--- src/rtl/dram_cmd_ctrl.sv ---
module dram_cmd_ctrl #(
  parameter int PAGES = 4,
  parameter int COLS  = 80,
  parameter int LINES = 32
) (
  input  logic       clk,
  input  logic       rst_n,
  input  logic       cmd_stb,
  input  logic       wr_stb,
  input  logic       rd_stb,
  input  logic       st_stb,
  input  logic [7:0] wr_data,
  output logic [7:0] rd_data,
  input  logic [1:0] scan_page,
  input  logic [6:0] scan_col,
  output logic [7:0] scan_data,
  output logic [4:0] start_line,
  output logic       col_rev,
  output logic       duty_32,
  output logic       static_on,
  output logic       disp_on,
  output logic       rmw_on
);
  localparam int DEPTH = PAGES * COLS;
  localparam int AW    = $clog2(DEPTH);
  localparam int CW    = $clog2(COLS);
  localparam int PW    = $clog2(PAGES);
  localparam int LW    = $clog2(LINES);

  logic [7:0]    mem [DEPTH];
  logic [PW-1:0] page_q;
  logic [CW-1:0] col_q, col_saved, col_inc;
  logic [7:0]    latch_q;
  logic [AW-1:0] acc_addr, scan_addr;

  wire wr_go = wr_stb & ~cmd_stb;
  wire rd_go = rd_stb & ~cmd_stb & ~wr_stb;
  wire st_go = st_stb & ~cmd_stb & ~wr_stb & ~rd_stb;

  wire is_col  = cmd_stb && (wr_data < 8'(COLS));
  wire is_page = cmd_stb && (wr_data[7:2] == 6'b101110);
  wire is_line = cmd_stb && (wr_data[7:5] == 3'b110);
  wire is_rst  = cmd_stb && (wr_data == 8'hE2);
  wire is_rmw  = cmd_stb && (wr_data == 8'hE0);
  wire is_end  = cmd_stb && (wr_data == 8'hEE);

  assign col_inc   = (col_q == CW'(COLS - 1)) ? '0 : col_q + 1'b1;
  assign acc_addr  = AW'(page_q) * AW'(COLS) + AW'(col_q);
  assign scan_addr = AW'(scan_page[PW-1:0]) * AW'(COLS) + AW'(scan_col[CW-1:0]);
  assign scan_data = mem[scan_addr];

  always_ff @(posedge clk)
    if (wr_go) mem[acc_addr] <= wr_data;

  always_ff @(posedge clk or negedge rst_n) begin
    if (!rst_n) begin
      page_q <= '0; col_q <= '0; col_saved <= '0; latch_q <= '0; rd_data <= '0;
      start_line <= '0; col_rev <= 1'b0; duty_32 <= 1'b0; static_on <= 1'b0;
      disp_on <= 1'b0; rmw_on <= 1'b0;
    end else begin
      if (cmd_stb) begin
        case (wr_data)
          8'hAE, 8'hAF: disp_on   <= wr_data[0];
          8'hA0, 8'hA1: col_rev   <= wr_data[0];
          8'hA4, 8'hA5: static_on <= wr_data[0];
          8'hA8, 8'hA9: duty_32   <= wr_data[0];
          default: ;
        endcase
        if (is_page) page_q <= wr_data[PW-1:0];
        if (is_line) start_line <= wr_data[LW-1:0];
        if (is_col)  col_q <= wr_data[CW-1:0];
        if (is_rst) begin
          page_q <= '0; col_q <= '0; start_line <= '0;
        end
        if (is_rmw) begin
          rmw_on <= 1'b1; col_saved <= col_q;
        end
        if (is_end) begin
          rmw_on <= 1'b0;
          if (rmw_on) col_q <= col_saved;
        end
      end else if (wr_go) begin
        col_q <= col_inc;
      end else if (rd_go) begin
        rd_data <= latch_q;
        latch_q <= mem[acc_addr];
        if (!rmw_on) col_q <= col_inc;
      end else if (st_go) begin
        rd_data <= {1'b0, col_rev, ~disp_on, 1'b0, 4'b0000};
      end
    end
  end

  p_col_range_r3: assert property (@(posedge clk) disable iff (!rst_n)
    col_q < CW'(COLS));

  p_wr_step_r3: assert property (@(posedge clk) disable iff (!rst_n)
    wr_go && col_q != CW'(COLS - 1) |=> col_q == $past(col_q) + 1'b1);

  p_rmw_hold_r5: assert property (@(posedge clk) disable iff (!rst_n)
    rd_go && rmw_on |=> $stable(col_q));

  p_rd_pipe_r4: assert property (@(posedge clk) disable iff (!rst_n)
    rd_go |=> rd_data == $past(latch_q));

  p_reset_cmd_r6: assert property (@(posedge clk) disable iff (!rst_n)
    is_rst |=> col_q == '0 && page_q == '0 && start_line == '0);

  p_end_restore_r5: assert property (@(posedge clk) disable iff (!rst_n)
    is_end && rmw_on |=> col_q == $past(col_saved) && !rmw_on);

  p_status_r8: assert property (@(posedge clk) disable iff (!rst_n)
    st_go |=> rd_data[7] == 1'b0 && rd_data[3:0] == 4'b0000);
endmodule

--- config.mk ---
export PLATFORM = sky130hd
export DESIGN_NAME = dram_cmd_ctrl
export DESIGN_NICKNAME = d
export VERILOG_FILES = /design/src/rtl/dram_cmd_ctrl.sv
export SDC_FILE = /design/constraint.sdc
export NUM_CORES = 2
export LEC_CHECK = 0
export BUFFER_PORTS_ARGS = -buffer_cell sky130_fd_sc_hd__buf_2
export CAP_MARGIN = 10
export CORE_ASPECT_RATIO = 1.5
export CORE_MARGIN = 10
export CORE_UTILIZATION = 25
export CTS_CLUSTER_SIZE = 24
export DETAILED_ROUTE_END_ITERATION = 8
export MAX_ROUTING_LAYER = met4
export SYNTH_ARGS = -nofsm -noshare
export SYNTH_HDL_FRONTEND = slang
export SYNTH_SLANG_ARGS = --single-unit
--- constraint.sdc ---
create_clock -name clk -period 3.6 [get_ports clk]
set_input_delay 0.36 -clock clk [delete_from_list [all_inputs] [get_ports clk]]
set_output_delay 0.36 -clock clk [all_outputs]
set_load 0.01 [all_outputs]
Word level (Yosys, flattened, before mapping):

Memory sizes are Yosys's and may differ from the RTL's. A register that Yosys moved wholly into a read port is not among the register bits.
Cells that the tools add are included.

* reductions and logical operators: 27
* bitwise logic cells: 11
* mux-type cells: 19
* eq/ne operators: 15
* add/sub/neg operators: 3
* order comparisons: 1
* $mul: 2

Operator list (count)
* $eq 8x8->1 const B: 11
* $mux 7: 9
* $add 9x7->9: 2
* $reduce_and 2->1: 9
* $mux 8: 2
* $mul 2x3->5 const B: 2
* $mux 5: 2
* $lt 8x7->1 const B: 1
* $reduce_bool 2->1: 4
* $reduce_or 2->1: 4
* $add 7x1->7 const B: 1
* $eq 7x7->1 const B: 1
* $and 1x1->1: 6
* $eq 6x6->1 const B: 1
* $logic_and 1x1->1: 6
* $reduce_and 3->1: 2
* $not 1->1: 5
* $mux 1: 4
* $mux 2: 2
* $eq 3x3->1 const B: 1
* $ne 3x2->1 const B: 1
* $reduce_bool 3->1: 1
* $logic_not 1->1: 1

* memories: 1
* output and inout port bits: 26
* logic and storage cells: 89
* flip-flop bits (word level): 34
* input port bits: 23
* bits in writable memories: 2560

Memories
* mem: depth 320, bits a word 8, rd ports 2, clocked after memory_dff 1, write ports 1, RTL line 30 `logic [7:0] mem [DEPTH];`

Depth between registers and ports, before layout:

* depth in word-level cells: 7
* mapped depth: 13
* mapped depth without buffers: 10

Worst setup path after synthesis:

OpenSTA, ideal clock, no wires.

* kind: register -> register
* start: register col_q[4]
* end: memory mem[183][0], enable pin
* setup time: 0.370 ns
* setup slack: 0.323 ns
* required time: 3.230 ns
* cell stages (with the launch flop): 10
* path buffers: 4
* data arrival time: 2.907 ns
* clock period less this slack: 3.277 ns
* cells stage by stage: dfrtp_1 > ha_1 > fa_1 > clkbuf_1 > and2_1 > clkbuf_1 > buf_1 > nand2_1 > clkbuf_1 > nor2_1

* longest elaborated chain between the ends: 1

RTL lines
* start, declared: RTL line 32 `logic [CW-1:0] col_q, col_saved, col_inc;`
* start signal, assigned: RTL line 71 `if (is_col) col_q <= wr_data[CW-1:0];`
* start signal, assigned: RTL line 80 `if (rmw_on) col_q <= col_saved;`
* start signal, assigned: RTL line 83 `col_q <= col_inc;`
* $add 9x7->9: RTL line 48 `assign acc_addr = AW'(page_q) * AW'(COLS) + AW'(col_q);`
* end, declared: RTL line 30

Every way passes these cells.

==> impl_metrics.ini <==
[layout]
drive_above_1_share = 0.448
layout.nets = 6487
syn2layout_area_growth_pct = 19.1
design_area_mm2 = 0.144
final_util = 0.299

[logic_synthesis]
synth_seq_cells = 2602
synth-edff-count = 2560
synth-simple-area-share = 0.0215
syn-num-nets = 5728
synth_xor_area_frac = 0.000650
ys.flop_type = edfxtp_1
synth_compound_gate_area_share = 0.0167
synth_top_family_by_area = multiplexers
ys_types = 65
syn_avg_cell_area_um2 = 21.3
muxShareOfSynthArea = 0.299
syn_inst = 5693
synth_area_mm2 = 0.121
ys_async_sr_fraction = 0.0161
synth_seq_area_share = 0.643
ys_warn_count = 0
synthAdderAreaFrac = 0.00136

[global_route]
grt_usage = 0.166
grt_pass1_vias = 71143
grt_max_degree = 192
grt_pass1_wl_mm = 590
overflow = 0
antenna_found_initial = 22

[critical_path]
cp_slowest_stage_delay_ns = 0.62
r2r_setup_slack_ns = 0.05
timing.rr.start = col_q[0]$_DFFE_PN0P_
critPathRequiredTime_ns = 3.24
worstPathArrival_ns = 3.75
crit_top_cell = mux4_2
worst_setup_path_end_kind = primary output
reg2reg_depth = 8
path_cells = mux4_2 -> mux4_2 -> mux4_2 -> a32oi_2 -> buf_4 -> o31ai_4 -> buf_6
setup.worst_path.class = flip-flop to primary output
crit_start = mem[299][7]$_DFFE_PP_
crit_path_max_fanout = 2
regToRegEndpoint = latch_q[3]$_DFFE_PN0P_
cpMaxStageDelayCell = mux4_2
start_kind = flip-flop
crit_end = scan_data[7]

[clock_network]
cts-root-buf = clkbuf_16
path_clk_slew_ns = 0.07
cts_tree = built
clock_latency_ns = 0.94
cts.sinks = 2602
cts_made_buffers = 226
cts_max_level = 4
cts_max_path_buffers = 4

[sta]
setup_tns_ns = -3.66
hold_viol_final = 0
worst_clock_skew_ns = 0.0677
fin_crit_ns = 4.11
tightest_slew_ns = 1.40
rsz0062_at_grt = true
fin_crit_sh = 1.14
slew_headroom = 0.0690
setup_slack_ns = -0.506
max_clock_freq_mhz = 244
finalMaxSlewViolations = 0
finalSetupViolCount = 8

[drt]
vias = 67537
drc = 0
drtIter0Drc = 7754
dr.pass1.iters = 6
drt_wl_total_mm = 429
wl_per_cell_um = 32.7
ant_nets = 0
vias_per_cell = 5.15

[power]
powerDensity_mw_per_mm2 = 580
vdd_drop_max_uv = 410
power_mw = 83.8
leakagePower_nw = 44.7

[die]
start_util = 0.251
die_area_mm2 = 0.514
die_w_um = 589
row_count = 313
core_mm2 = 0.484
die_h_um = 873
io_pins = 49

[placed_design]
port_buffers = 48
place_area_mm2 = 0.136
place.gp.congestion = 0.973
dpl.hpwl_mm = 312

[run]
drv_cap = 0

[status]
status = complete, but fails checks
violations = negative setup slack

[min_path]
hold_path_class = input port to asynchronous set/reset pin
[flip-flops by register name (all words and copies together) (netlist names)]
signal and count:
mem 2560, latch_q 8, col_rev 1, rd_data 8, col_saved 7, page_q 2
start_line 5, duty_32 1, disp_on 1, static_on 1, col_q 7, rmw_on 1
[layout make-up]
type | instances | area (µm²)
Clock buffer | 280 | 5970
Inverter | 19 | 71.3
Clock inverter | 128 | 1330
Sequential cell | 2602 | 77900
Timing Repair Buffer | 1002 | 9320
Multi-Input combinational cell | 2601 | 41700
Tap cell | 6457 | 8080
Fill cell | 46498 | 339000
Antenna cell | 33 | 82.6
[synthesized netlist by cell type (all sizes together) (15+ instances only)]
cell type	number	area share
nand4	37	0.0019
a211oi	28	0.0017
dfrtp	42	0.0087
inv	15	0.00046
nand2	107	0.0033
nor3	17	0.00070
nor2	366	0.011
nand3	31	0.0013
clkbuf	222	0.0069
a22o	20	0.0014
mux2	16	0.0015
edfxtp	2560	0.63
a21oi	29	0.0012
nor2b	15	0.00077
o21ai	37	0.0015
buf	249	0.011
mux4	1544	0.29
o22ai	20	0.0010
a22oi	56	0.0035
mux2i	125	0.010
[placed cells by master, fill, tap and decap left out, types with 38 or more instances in the layout]
| cell type | instances |
|---|---|
| a22oi_1 | 44 |
| buf_12 | 135 |
| buf_4 | 802 |
| clkbuf_1 | 46 |
| clkbuf_16 | 230 |
| clkinv_1 | 47 |
| dfrtp_1 | 38 |
| edfxtp_1 | 2560 |
| mux2i_1 | 125 |
| mux4_2 | 1544 |
| nand2_1 | 84 |
| nor2_1 | 360 |
[metal layers]
metal,part of all wire,track usage,vias to the layer above,wire [µm]
met5,0,-,-,0
li1,-,-,26544,-
met1,0.32,0.166,36567,135000
met4,0.10,0.135,0,43800
met3,0.065,0.0261,1027,28000
met2,0.52,0.286,3399,222000
[worst max-delay path, delay by kind of cell, from the launching register on]
| kind | cells | cell delay, ns |
|---|---|---|
| mux | 3 | 1.75 |
| buf+inv | 2 | 0.33 |
| compound gates | 2 | 0.33 |
| flops | 1 | 0.39 |
[how the worst min path moves through the flow]
stage / start / to / slack, ns / depth (start not counted)
3_5_place_dp: rd_data[5]$_DFFE_PN0P_ / rd_data[5]$_DFFE_PN0P_ / 0.47 / 1
3_3_place_gp: rd_data[5]$_DFFE_PN0P_ / rd_data[5]$_DFFE_PN0P_ / 0.46 / 1
5_1_grt: cmd_stb / col_q[2]$_DFFE_PN0P_ / 0.10 / 4
4_1_cts: cmd_stb / col_q[2]$_DFFE_PN0P_ / 0.07 / 4
6_report: rst_n / start_line[2]$_DFFE_PN0P_ / 0.09 / 3
2_1_floorplan: rst_n / col_q[0]$_DFFE_PN0P_ / 0.06 / 0
[kinds of logic (layout without fill, tap and decap cells)]
kind of cell	count (synthesis)	in the layout
DFF	2602	2602
AOI/OAI and AO/OA	283	283
other	0	33
and+or+nand+nor	612	612
muxes	1685	1685
buffers and inverters	490	1429
adders and majority gates	12	12
xor gates and xnor gates	9	9
[where the power goes]
group | total (mW) | internal (mW) | switching [mW]
combinational | 24.8 | 9.83 | 15.0
sequential | 34.0 | 33.5 | 0.462
clock | 25.0 | 13.6 | 11.5
[what timing repair did]
action	CTS	global route
gates resized for setup	64	27
buffers inserted	6	1
gates cloned	0	1
hold buffers	12	0
hold endpoints to repair	291	0
pin swaps	17	11
setup endpoints to repair	9	10
[stage by stage]
step           hold slack [ns]  cells  setup WS (ns)
5_1_grt                  0.100  13113         -0.520
3_3_place_gp             0.461  12669          -1.21
4_1_cts                 0.0698  13089         -0.643
2_1_floorplan           0.0644   5693          0.323
6_report                0.0856  13122         -0.506
3_5_place_dp             0.468  12669          -1.09
No activity file was read; power rests on OpenSTA's default activity.
